## config.mk

```make
export PLATFORM = sky130hd
export DESIGN_NAME = spi_tx_pack_fifo
export DESIGN_NICKNAME = d
export VERILOG_FILES = /design/src/rtl/spi_txpk_pkg.sv /design/src/rtl/txpk_unpack.sv /design/src/rtl/txpk_bytestore.sv /design/src/rtl/txpk_occ_fsm.sv /design/src/rtl/spi_tx_pack_fifo.sv
export SDC_FILE = /design/constraint.sdc
export NUM_CORES = 1
export LEC_CHECK = 0
export BUFFER_PORTS_ARGS = -buffer_cell sky130_fd_sc_hd__buf_4
export CAP_MARGIN = 5
export CORE_MARGIN = 2
export CORE_UTILIZATION = 45
export DETAILED_ROUTE_END_ITERATION = 16
export GPL_ROUTABILITY_DRIVEN = 0
export PLACE_DENSITY_LB_ADDON = 0.3
export SLEW_MARGIN = 10
export SYNTH_ARGS = -nofsm -noshare
export SYNTH_HDL_FRONTEND = slang
export SYNTH_SLANG_ARGS = --single-unit
```

## constraint.sdc

```tcl
create_clock -name clk -period 3.75 [get_ports clk]
set_input_delay 0.1875 -clock clk [delete_from_list [all_inputs] [get_ports clk]]
set_output_delay 0.1875 -clock clk [all_outputs]
set_load 0.005 [all_outputs]
```

## src/rtl/spi_txpk_pkg.sv

```systemverilog
package spi_txpk_pkg;

    localparam int unsigned BYTE_W       = 8;
    localparam int unsigned NARROW_LIMIT = 8;

    typedef enum logic [1:0] {
        OCC_EMPTY,
        OCC_ROOMY,
        OCC_TIGHT,
        OCC_FULL
    } occ_state_t;

    typedef struct packed {
        logic [1:0]        n;
        logic [BYTE_W-1:0] lo;
        logic [BYTE_W-1:0] hi;
    } byte_pair_t;

endpackage

```

## src/rtl/txpk_unpack.sv

```systemverilog
module txpk_unpack
    import spi_txpk_pkg::*;
(
    input  logic             narrow,
    input  logic             wr_half,
    input  logic [15:0]      wr_data,
    output byte_pair_t       pkt
);

    always_comb begin
        pkt.lo = wr_data[BYTE_W-1:0];
        pkt.hi = '0;
        pkt.n  = 2'd2;
        if (narrow) begin
            if (wr_half) begin
                pkt.hi = wr_data[15:BYTE_W];
                pkt.n  = 2'd2;
            end else begin
                pkt.n  = 2'd1;
            end
        end else begin
            if (wr_half) begin
                pkt.hi = wr_data[15:BYTE_W];
            end
        end
    end

endmodule

```

## src/rtl/txpk_bytestore.sv

```systemverilog
module txpk_bytestore
    import spi_txpk_pkg::*;
#(
    parameter int unsigned DEPTH = 4
) (
    input  logic              clk,
    input  logic              rst_n,
    input  logic              flush,
    input  logic              push_en,
    input  byte_pair_t        pkt,
    input  logic              pop_en,
    input  logic              pop_two,
    output logic [BYTE_W-1:0] head_lo,
    output logic [BYTE_W-1:0] head_hi
);

    localparam int unsigned AW = (DEPTH > 1) ? $clog2(DEPTH) : 1;
    localparam logic [AW-1:0] ONE_P = AW'(1);
    localparam logic [AW-1:0] TWO_P = AW'(2);

    logic [BYTE_W-1:0] mem [DEPTH];
    logic [AW-1:0]     wptr_q;
    logic [AW-1:0]     rptr_q;
    logic [AW-1:0]     wstep;
    logic [AW-1:0]     rstep;

    initial begin
        depth_pow2_chk: assert ((DEPTH >= 2) && ((DEPTH & (DEPTH - 1)) == 0));
    end

    always_comb begin
        wstep = (pkt.n == 2'd2) ? TWO_P : ONE_P;
        rstep = pop_two ? TWO_P : ONE_P;
    end

    always_ff @(posedge clk or negedge rst_n) begin
        if (!rst_n) begin
            wptr_q <= '0;
            rptr_q <= '0;
        end else if (flush) begin
            wptr_q <= '0;
            rptr_q <= '0;
        end else begin
            if (push_en) wptr_q <= wptr_q + wstep;
            if (pop_en)  rptr_q <= rptr_q + rstep;
        end
    end

    always_ff @(posedge clk) begin
        if (push_en && !flush) begin
            mem[wptr_q] <= pkt.lo;
            if (pkt.n == 2'd2) mem[wptr_q + ONE_P] <= pkt.hi;
        end
    end

    always_comb begin
        head_lo = mem[rptr_q];
        head_hi = mem[rptr_q + ONE_P];
    end


    push_nonzero_chk: assert property (@(posedge clk) disable iff (!rst_n)
        push_en |-> (pkt.n != 2'd0));

endmodule

```

## src/rtl/txpk_occ_fsm.sv

```systemverilog
module txpk_occ_fsm
    import spi_txpk_pkg::*;
#(
    parameter int unsigned DEPTH = 4,
    parameter int unsigned CW    = $clog2(DEPTH + 1)
) (
    input  logic          clk,
    input  logic          rst_n,
    input  logic          soft_clr,
    input  logic          wr_en,
    input  logic [1:0]    push_n,
    input  logic          pop_req,
    input  logic          pop_two,
    output logic          push_ok,
    output logic          pop_ok,
    output logic [CW-1:0] fill,
    output logic          tx_empty,
    output logic          pop_valid,
    output logic          ovf
);

    localparam logic [CW-1:0] DEPTH_C = CW'(DEPTH);
    localparam logic [CW-1:0] HALF_C  = CW'(DEPTH / 2);
    localparam logic [CW-1:0] ONE_C   = CW'(1);
    localparam logic [CW-1:0] TWO_C   = CW'(2);

    occ_state_t    state_q;
    occ_state_t    state_nx;
    logic [CW-1:0] fill_q;
    logic [CW-1:0] fill_nx;
    logic [CW-1:0] free_b;
    logic [CW-1:0] need_b;
    logic [CW-1:0] push_amt;
    logic [CW-1:0] pop_amt;
    logic          narrow_ready;
    logic          ovf_q;

    // Space and pop decisions
    always_comb begin
        free_b   = DEPTH_C - fill_q;
        need_b   = pop_two ? TWO_C : ONE_C;
        push_ok  = wr_en && (free_b >= CW'(push_n));
        pop_ok   = pop_req && pop_valid;
        push_amt = push_ok ? CW'(push_n) : '0;
        pop_amt  = pop_ok ? need_b : '0;
        fill_nx  = fill_q + push_amt - pop_amt;
    end

    // Next state from next byte count
    always_comb begin
        if (fill_nx == '0)         state_nx = OCC_EMPTY;
        else if (fill_nx <= HALF_C) state_nx = OCC_ROOMY;
        else if (fill_nx < DEPTH_C) state_nx = OCC_TIGHT;
        else                        state_nx = OCC_FULL;
    end

    // State register
    always_ff @(posedge clk or negedge rst_n) begin
        if (!rst_n) begin
            state_q <= OCC_EMPTY;
            fill_q  <= '0;
            ovf_q   <= 1'b0;
        end else if (soft_clr) begin
            state_q <= OCC_EMPTY;
            fill_q  <= '0;
            ovf_q   <= 1'b0;
        end else begin
            state_q <= state_nx;
            fill_q  <= fill_nx;
            if (wr_en && !push_ok) ovf_q <= 1'b1;
        end
    end

    // Outputs
    always_comb begin
        tx_empty     = 1'b0;
        narrow_ready = 1'b0;
        unique case (state_q)
            OCC_EMPTY: begin
                tx_empty = 1'b1;
            end
            OCC_ROOMY: begin
                tx_empty     = 1'b1;
                narrow_ready = 1'b1;
            end
            OCC_TIGHT: begin
                narrow_ready = 1'b1;
            end
            OCC_FULL: begin
                narrow_ready = 1'b1;
            end
            default: begin
                tx_empty = 1'b0;
            end
        endcase
        pop_valid = pop_two ? (fill_q >= TWO_C) : narrow_ready;
        fill      = fill_q;
        ovf       = ovf_q;
    end


    ovf_sticky_chk: assert property (@(posedge clk) disable iff (!rst_n)
        (ovf && !soft_clr) |=> ovf);


    drop_hold_chk: assert property (@(posedge clk) disable iff (!rst_n)
        (wr_en && !push_ok && !pop_ok && !soft_clr) |=> $stable(fill));


    soft_clr_chk: assert property (@(posedge clk) disable iff (!rst_n)
        soft_clr |=> ((fill == '0) && !ovf));


    empty_pop_chk: assert property (@(posedge clk) disable iff (!rst_n)
        (pop_req && (fill == '0) && !wr_en && !soft_clr) |=> (fill == '0));


    tx_empty_lvl_chk: assert property (@(posedge clk) disable iff (!rst_n)
        tx_empty == (fill <= HALF_C));


    fill_bound_chk: assert property (@(posedge clk) disable iff (!rst_n)
        fill <= DEPTH_C);

endmodule

```

## src/rtl/spi_tx_pack_fifo.sv

```systemverilog
module spi_tx_pack_fifo
    import spi_txpk_pkg::*;
#(
    parameter int unsigned DEPTH_BYTES = 4,
    parameter int unsigned LEN_W       = 5
) (
    input  logic                                 clk,
    input  logic                                 rst_n,
    input  logic                                 soft_clr,
    input  logic [LEN_W-1:0]                     frm_len,
    input  logic                                 wr_en,
    input  logic                                 wr_half,
    input  logic [15:0]                          wr_data,
    input  logic                                 pop_req,
    output logic [15:0]                          pop_data,
    output logic                                 pop_valid,
    output logic                                 tx_empty,
    output logic [$clog2(DEPTH_BYTES + 1)-1:0]   fill_bytes,
    output logic                                 ovf
);

    localparam int unsigned CW     = $clog2(DEPTH_BYTES + 1);
    localparam int unsigned FRAME_W = 2 * BYTE_W;

    logic              narrow;
    logic              push_ok;
    logic              pop_ok;
    byte_pair_t        pkt;
    logic [BYTE_W-1:0] head_lo;
    logic [BYTE_W-1:0] head_hi;
    logic [FRAME_W-1:0] len_mask;
    logic [FRAME_W-1:0] raw_frame;

    always_comb begin
        narrow = (frm_len <= LEN_W'(NARROW_LIMIT));
        if (frm_len >= LEN_W'(FRAME_W)) len_mask = '1;
        else                            len_mask = (FRAME_W'(1) << frm_len) - FRAME_W'(1);
        raw_frame = {(narrow ? {BYTE_W{1'b0}} : head_hi), head_lo};
        pop_data  = raw_frame & len_mask;
    end

    txpk_unpack u_unpack (
        .narrow  (narrow),
        .wr_half (wr_half),
        .wr_data (wr_data),
        .pkt     (pkt)
    );

    txpk_occ_fsm #(
        .DEPTH (DEPTH_BYTES),
        .CW    (CW)
    ) u_occ (
        .clk       (clk),
        .rst_n     (rst_n),
        .soft_clr  (soft_clr),
        .wr_en     (wr_en),
        .push_n    (pkt.n),
        .pop_req   (pop_req),
        .pop_two   (!narrow),
        .push_ok   (push_ok),
        .pop_ok    (pop_ok),
        .fill      (fill_bytes),
        .tx_empty  (tx_empty),
        .pop_valid (pop_valid),
        .ovf       (ovf)
    );

    txpk_bytestore #(
        .DEPTH (DEPTH_BYTES)
    ) u_store (
        .clk     (clk),
        .rst_n   (rst_n),
        .flush   (soft_clr),
        .push_en (push_ok),
        .pkt     (pkt),
        .pop_en  (pop_ok),
        .pop_two (!narrow),
        .head_lo (head_lo),
        .head_hi (head_hi)
    );


    mask_chk: assert property (@(posedge clk) disable iff (!rst_n)
        (frm_len < LEN_W'(FRAME_W)) |-> ((pop_data >> frm_len) == '0));


    valid_wide_chk: assert property (@(posedge clk) disable iff (!rst_n)
        (pop_valid && !narrow) |-> (fill_bytes >= CW'(2)));

endmodule

```

==> flow_results.org, run 1 <==
** Critical path
- The worst setup path is launched from a register.
- Critical path class :: reg2reg
- Nature of the critical path endpoint :: register
- Max stage delay cell, worst path :: fa_1
- Maximum fanout encountered on the critical timing path :: 5
- Critical path's largest stage delay :: roughly 0.48 ns
- At the worst endpoint, the arrival time is 3.25 ns.
- Traced cell by cell, the critical path runs through inv_1, ha_1, ha_1, a211o_1, nand2_1, nor2_1, fa_1, inv_1, fa_1, xnor2_1, nor2_1, a21o_1.
- At the worst endpoint, the required time is 3.94 ns.

** Timing
- Worst slew margin :: 0.333
- Sum of negative setup slack :: 0 ns
- Setup slack closes at 0.694 ns.
- Min Clock Period, post-route :: 3.06 ns
- Dividing the final minimum period by the clock period gives 0.815.
- For the pin with the worst max-slew slack, the measured transition is around 1 ns.
- The number of endpoints with negative hold slack in the final report came to 0.
- Final Max Slew Viols :: 0
- On the final layout, the worst clock skew is 0.00904 ns.
- Setup violators final :: 0
- Setup repair after global routing left no endpoint under its margin.
- Derived from the worst setup path, the maximum achievable clock frequency is 0.327 GHz.

** Finish
- Final core occ :: 0.545
- Storage cell area :: about 0.0012 mm^2
- Area growth from synthesis to final layout :: 18.0%
- The multi-input combinational cells in the finished layout cover a total of 0.00158 mm^2.
- After filler insertion, the fill cell instance count of the layout stands at 547.
- Of the cells placed in the final design, the portion with a size suffix greater than 1 is 0.286.
- The number of antenna diodes in the final layout is 0.
- After the last flow step, the layout net total stands at 331.

** Synth
- Netlist cell types :: 52
- By area, the combinational part of the netlist is dominated by compound AO/OA/AOI/OAI gates.
- In this run, synthesis produced a sequential element count of 42.
- Of the total synthesized cell area, the portion taken by AND, OR, NAND and NOR gates is 0.155.
- Area fraction in compound gates after synthesis :: 0.186
- Syn_nets :: ~290
- The synthesized design contains 32 enable-type register cells.
- In the synthesized netlist, the number of instances is 247.
- Share of async-settable or async-resettable flops after synthesis :: 0.238
- Xor/xnor share of the synthesized area :: 0.0151
- Synth Warn # :: 0
- Synthesized-area fraction occupied by adder cells :: 0.0527
- Measured against the total synthesized area, the mux share comes to 0.137.
- In this run the cell area of the synthesized design comes to just under 0.003 mm^2.
- The share of the Yosys chip area taken by registers is 0.418.
- Average cell area after synthesis :: 11.7 um^2
- The most used flip-flop cell after synthesis is edfxtp_1.

** Clock network
- Post-CTS sizing :: 0
- Clock-pin slew was measured on the worst setup and hold paths at roughly 0.090 ns.
- Counting along the longest clock path gives a buffer depth of 2.
- H-tree depth :: 2
- Clock tree from TritonCTS :: done
- The number of hold buffers added after CTS was 1.
- Clock Root Buffer :: clkbuf_8
- Number of clock buffers inserted by TritonCTS :: 5
- Count of clock tree sinks :: 42
- The clock reaches the later pin of the worst-skew pair after about 0.29 ns.
- Buffers inserted during post-CTS setup optimization :: 0

** GRT
- The first global-routing pass estimated 10900 um of wire.
- Entering global routing, the biggest net connects 19 pins.
- The initial antenna violation count came to 0.
- Summed over all layers, the global routing overflow is 0.
- The via count of the first global-routing pass is 2077.
- Total Routing Usage GR :: 0.190

** Route
- Sum of routed wire segments on met1 :: 3140 um
- Total number of vias :: 2183
- After detailed routing, the number of remaining DRC violations is 0.
- The detailed router used layers up to and including met4.
- The detail route stage leaves a number of antenna-violating nets equal to 0.
- After detailed routing, the average wire length per cell comes to 17.3 um.
- Met3 wire length :: 245 um
- Post-DR vias/cell :: around 6
- After the first detailed-routing iteration, the DRC count stood at 218.
- Detailed routing placed a total of 3000 um of wire on met2.
- Final routed wirelength across all metal layers :: 6410 um
- Router iterations before antenna repair :: 4

** Die
- Full die area :: 0.00710 mm^2
- The die is 84.3 um tall.
- Starting density of the core :: 0.462
- The core region is 0.00628 mm^2.
- In this run the core area contains 29 standard-cell rows.
- Chip width :: 84.3 um
- I/O pin count :: 49

** Power
- Summed over all cells, the static leakage comes to 1.42 nW.
- Max IR drop VDD :: about 0.24 mV
- Power Density :: 509 mW/mm^2

** Status
- Status :: finished clean

** Placed design
- Setup WS pre-CTS :: 0.406 ns
- Number of port buffers :: 48
- The wire-length estimate of the detail-placed layout is a little under 5000 um.

** Min path
- Kind of path behind the tightest hold check :: in2reg

** Flow run
- The tool flagged a number of max-cap violations equal to 0.
[registers in the layout, indices dropped and copies added, names as in the netlist]
| name | flops |
|---|---|
| u_occ.fill | 3 |
| u_occ.ovf | 1 |
| u_store.mem | 32 |
| u_store.rptr_q | 2 |
| u_occ.state_q | 2 |
| u_store.wptr_q | 2 |
[power breakdown]
group	internal (mW)	total [mW]	switching, mW
clock	0.134	0.302	0.167
sequential	0.595	0.682	0.0866
combinational	0.407	0.759	0.352
total	1.14	1.74	0.606
[per-stage QoR]
step / std cells / area [um^2] / hold WS, ns / power (mW)
2_1_floorplan: 247 / 2900 / -0.108 / 1.19
3_3_place_gp: 362 / 3320 / 0.0234 / 1.43
3_5_place_dp: 362 / 3320 / 0.0279 / 1.45
4_1_cts: 371 / 3420 / 0.140 / 1.75
5_1_grt: 371 / 3420 / 0.157 / 1.87
6_report: 371 / 3420 / 0.142 / 1.74
[cell families after synthesis]
| logic type | Yosys count |
|---|---|
| muxes | 19 |
| DFF | 42 |
| xor gates and xnor gates | 5 |
| adders and majority gates | 11 |
| buffers and inverters | 26 |
| and+or+nand+nor | 73 |
| AOI/OAI and AO/OA | 71 |
[critical path, delay by kind of cell (launching register included)]
family | cells | cell delay, ns
fa+ha+maj | 4 | 1.48
flops | 1 | 0.46
compound gates | 2 | 0.44
simple gates | 3 | 0.22
xor+xnor | 1 | 0.22
buf+inv | 2 | 0.13
[worst paths after layout]
check	endpoint	slack, ns	cells past startpoint	from
worst max-delay path	u_occ.state_q[1]	0.69	12	u_occ.fill[1]
worst min-delay path	u_occ.state_q[0]	0.14	2	soft_clr
worst max register to register	u_occ.state_q[1]	0.69	12	u_occ.fill[1]
worst min register to register	u_occ.ovf	0.51	2	u_occ.ovf
max in group asynchronous	u_occ.ovf	3.34	2	rst_n
min in group asynchronous	u_store.wptr_q[1]	0.25	2	rst_n
[cells in the mapped netlist, drive strengths merged (2+ instances only)]
| cell type | n | area (um^2) |
|---|---|---|
| mux2 | 2 | 26.3 |
| o31a | 2 | 17.5 |
| buf | 7 | 37.5 |
| nand4 | 5 | 31.3 |
| and2 | 5 | 31.3 |
| nor2 | 19 | 71.3 |
| edfxtp | 32 | 961 |
| a21boi | 5 | 37.5 |
| xnor2 | 2 | 17.5 |
| a21oi | 11 | 55.1 |
| nor2b | 7 | 43.8 |
| nor4b | 2 | 32.5 |
| mux4 | 16 | 360 |
| ha | 9 | 113 |
| xor2 | 3 | 26.3 |
| o21ai | 7 | 35.0 |
| nor3 | 4 | 20.0 |
| clkbuf | 6 | 22.5 |
| inv | 13 | 48.8 |
| nor3b | 5 | 52.6 |
| and3 | 3 | 18.8 |
| a31oi | 2 | 12.5 |
| a211oi | 2 | 20.0 |
| nand2b | 4 | 25.0 |
| nand2 | 8 | 30.0 |
| fa | 2 | 40.0 |
| a22o | 32 | 280 |
| nand3 | 3 | 15.0 |
| dfrtp | 10 | 250 |
| o21a | 2 | 15.0 |
[cell type report]
cell class                 instances  area share
tap                               77      0.0282
inverter                          13      0.0143
clock inverter                     3     0.00731
sequential                        42       0.354
timing repair buffer              52       0.115
clock buffer                       5      0.0201
multi-input combinational        179       0.461
[cells in the final DEF (no fill, tap or decap), types with 7 or more instances in the layout]
| cell | instances |
|---|---|
| buf_4 | 51 |
| a22o_1 | 32 |
| edfxtp_1 | 32 |
| nor2_1 | 19 |
| mux4_2 | 16 |
| inv_1 | 13 |
| a21oi_1 | 11 |
| dfrtp_1 | 10 |
| ha_1 | 9 |
| nand2_1 | 8 |
| nor2b_1 | 7 |
| o21ai_0 | 7 |
[layer usage]
metal / track usage / up-vias
li1: - / 1060
met1: 0.286 / 1064
met2: 0.293 / 57
met3: 0.0256 / 2
met4: 0.0455 / 0
met5: 0 / -
Power figures use the tool's default switching activity.
==> run 2, diff against run 1 <==
==> constraint.sdc (replaced) <==
create_clock -name clk -period 2.9 [get_ports clk]
set_input_delay 0.145 -clock clk [delete_from_list [all_inputs] [get_ports clk]]
set_output_delay 0.145 -clock clk [all_outputs]
set_load 0.005 [all_outputs]
==> run 2 against run 1 <==
Effect of this change:
- design area up 5.6%
- clock-buffer cell count unchanged
- register-to-register slack worse by 0.56 ns
- worst setup slack worse by 0.56 ns
- clock skew up 0.0025 ns
- combinational power up 54%
- die area unchanged
- via count up 4.4%
- sequential cell count unchanged
==> flow_results.org, run 2 (synthesis results as in run 1) <==
** Status
- The flow ran to the end, and the final reports show no timing, DRC or antenna violations.

** Finish
- The number of antenna diodes is 0 (unchanged).
- Final Non-Filler Cells :: 386 (+4.0%)
- The total number of nets in the final design was 346 (+4.5%).
- In the layout the commonest cells are 66 x buf_4, 32 x a22o_1, 32 x edfxtp_1, 19 x nor2_1, 16 x mux4_2.
- Compared with the post-synthesis result, the final layout area differs by 24.7%.
- Register with the most flip-flops :: u_store.mem
- Leaving out fill and tap cells, the most frequent cell in the layout is buf_4.
- Largest registers :: u_store.mem (32), u_occ.fill (3)
- The register area came to 0.00121 mm^2 (unchanged).
- The flip-flop count of the largest register, all copies and words added is 32 (unchanged).
- Fraction of final layout cells sized beyond drive strength 1 :: 0.362 (+0.0767)
- Multi-input combinational cell area :: 0.00166 mm^2 (+5.2%)
- FILL cells :: 530 (-3.1%)

** Clock network
- Number of clock buffers inserted by TritonCTS :: 5 (unchanged)
- The count of H-tree levels built during CTS came to 2 (unchanged).
- CTS Buffer Depth :: 2 (unchanged)
- TritonCTS built the clock tree.
- The clock transition at the register clock pins on the worst setup and hold paths after CTS is 0.08 ns (about the same).
- Latest clock arrival within the worst-skew pair :: 0.30 ns (about the same)
- Clock Root Buffer :: clkbuf_8
- Count of clock tree sinks :: 42 (unchanged)

** Critical path
- Data required time at the worst endpoint :: 3.08 ns (-0.86 ns)
- Critical path class :: reg2reg
- Data arrival at the endpoint of the critical path :: 2.95 ns (-0.30 ns)
- Maximum fanout encountered on the critical timing path :: 3 (-2)
- Sort of element at the start of the critical path :: register
- The worst setup path is captured at a register.

** Timing
- The worst max-slew margin expressed relative to the limit was 0.238 (-0.0953).
- RSZ-0062 raised after global routing :: false
- The number of endpoints failing setup at the final stage is 0 (unchanged).
- The setup clock skew after layout is 0.0116 ns (+0.00252 ns).
- Final Max Slew Viols :: 0 (unchanged)
- The number of endpoints with negative hold slack in the final report is 0 (unchanged).
- Min Clock Period, post-route :: 2.77 ns (-0.287 ns)
- The final critical-path setup slack is 0.131 ns (-0.563 ns).
- The highest attainable clock frequency came to 0.361 GHz (+10%).
- Measured slew at the worst slew-check pin :: 1.14 ns (+0.148 ns)
- The accumulated negative setup slack is 0 ns (unchanged).
- The worst hold slack across all endpoints came to 0.116 ns (-0.0261 ns).
- The final worst-path cycle share was 0.955 (+0.140).

** Die
- Standard-cell row count :: 29 (unchanged)
- The initial core utilization came to 0.462 (unchanged).
- Full die area :: 0.00710 mm^2 (unchanged)
- I/O pin count :: 49 (unchanged)
- Total core area :: 0.00628 mm^2 (unchanged)
- The horizontal die dimension came to 84.3 um (unchanged).
- The die boundary height came to 84.3 um (unchanged).

** GRT
- The total routing resource utilization after global routing was 0.188 (-0.00168).
- The wire length of the first global-routing pass came to 10800 um (-1.2%).
- The aggregate global routing overflow is 0 (unchanged).
- The pin count of the biggest net entering global routing came to 19 (unchanged).
- The initial antenna violation count came to 0 (unchanged).
- The via count of the first global-routing pass is 2167 (+4.3%).

** Power
- Power Density :: 672 mW/mm^2 (+32%)
- Static Leakage :: 1.51 nW (+6.3%)
- Max IR drop VDD :: 0.477 mV (+98%)

** Placed design
- The placed wire-length estimate is 5130 um (+3.9%).
- Setup WS pre-CTS :: -0.0593 ns (-0.465 ns)
- Placed Instances :: 377 (+4.1%)
- The number of input and output port buffers inserted was 48 (unchanged).

** Route
- The first-pass iteration count of the detailed router was 4 (unchanged).
- The detailed-route vias per instance was 5.91 (+0.38%).
- Starting DRT DRC Count :: 154 (-29%)
- The total routed wirelength is 6460 um (+0.70%).
- The total vias in the final route came to 2280 (+4.4%).
- Routed length per placed instance :: 16.7 um (-3.2%)
- The remaining routing DRC violations was 0 (unchanged).
- The remaining number of nets flagged by the antenna check after routing came to 0 (unchanged).

** Min path
- The tightest min-delay check is of the in2reg type.

** Flow run
- The number of max-cap violations came to 0 (unchanged).
[run 2: cell count changes in the layout (fill, tap and decap cells not counted), sizes merged]
cell | previous run | this run
clkinvlp | 1 | 2
buf | 51 | 66
clkinv | 1 | 0
[run 2: worst paths after layout]
| path | end | start | cells after the start | slack [ns] |
|---|---|---|---|---|
| worst max register to register | u_occ.state_q[0] | u_occ.fill[0] | 12 | 0.13 |
| max in group asynchronous | u_store.wptr_q[0] | rst_n | 2 | 2.53 |
| worst max-delay path | u_occ.state_q[0] | u_occ.fill[0] | 12 | 0.13 |
| min in group asynchronous | u_occ.fill[0] | rst_n | 2 | 0.22 |
| worst min register to register | u_occ.ovf | u_occ.ovf | 2 | 0.50 |
| worst min-delay path | u_occ.state_q[0] | soft_clr | 2 | 0.12 |
[run 2: repair_timing]
| item | in CTS | in global routing |
|---|---|---|
| setup buffers | 0 | 0 |
| resized for setup | 0 | 6 |
| hold buffers | 1 | 0 |
| hold endpoints to repair | 10 | 0 |
| endpoints found under the setup margin | 0 | 18 |
[run 2: metal layers]
metal / share of wire / routed length [um] / up-vias / GRT usage
li1: - / - / 1092 / -
met1: 0.47 / 3030 / 1099 / 0.276
met2: 0.47 / 3060 / 84 / 0.291
met3: 0.048 / 311 / 5 / 0.0265
met4: 0.0082 / 53 / 0 / 0.0572
met5: 0 / 0 / - / 0
[run 2: critical path, cell delays in order (launching register included)]
cell,delay (ns)
dfrtp_1,0.39
inv_2,0.08
buf_4,0.14
ha_4,0.20
nand2b_4,0.14
a211o_4,0.32
nand2_2,0.06
nor2_1,0.05
fa_1,0.49
inv_2,0.04
fa_2,0.53
xor2_1,0.14
a21oi_1,0.08
[run 2: final cells by class]
| type | instances | area share |
|---|---|---|
| Clock buffer | 5 | 0.0190 |
| Clock inverter | 3 | 0.00658 |
| Inverter | 13 | 0.0135 |
| Multi-Input combinational cell | 179 | 0.459 |
| Sequential cell | 42 | 0.335 |
| Tap cell | 77 | 0.0267 |
| Timing Repair Buffer | 67 | 0.140 |
[run 2: metrics by stage]
step / area (um^2) / total power, mW / utilization
finish: 3610 / 2.43 / 0.576
global route: 3610 / 2.60 / 0.576
CTS: 3570 / 2.38 / 0.569
detailed placement: 3470 / 2.00 / 0.552
global placement: 3470 / 1.97 / 0.552
floorplan: 2940 / 1.57 / -
[run 2: power breakdown]
group,internal (mW),switching (mW),total [mW]
combinational,0.665,0.508,1.17
clock,0.172,0.212,0.384
sequential,0.769,0.103,0.872
total,1.61,0.824,2.43
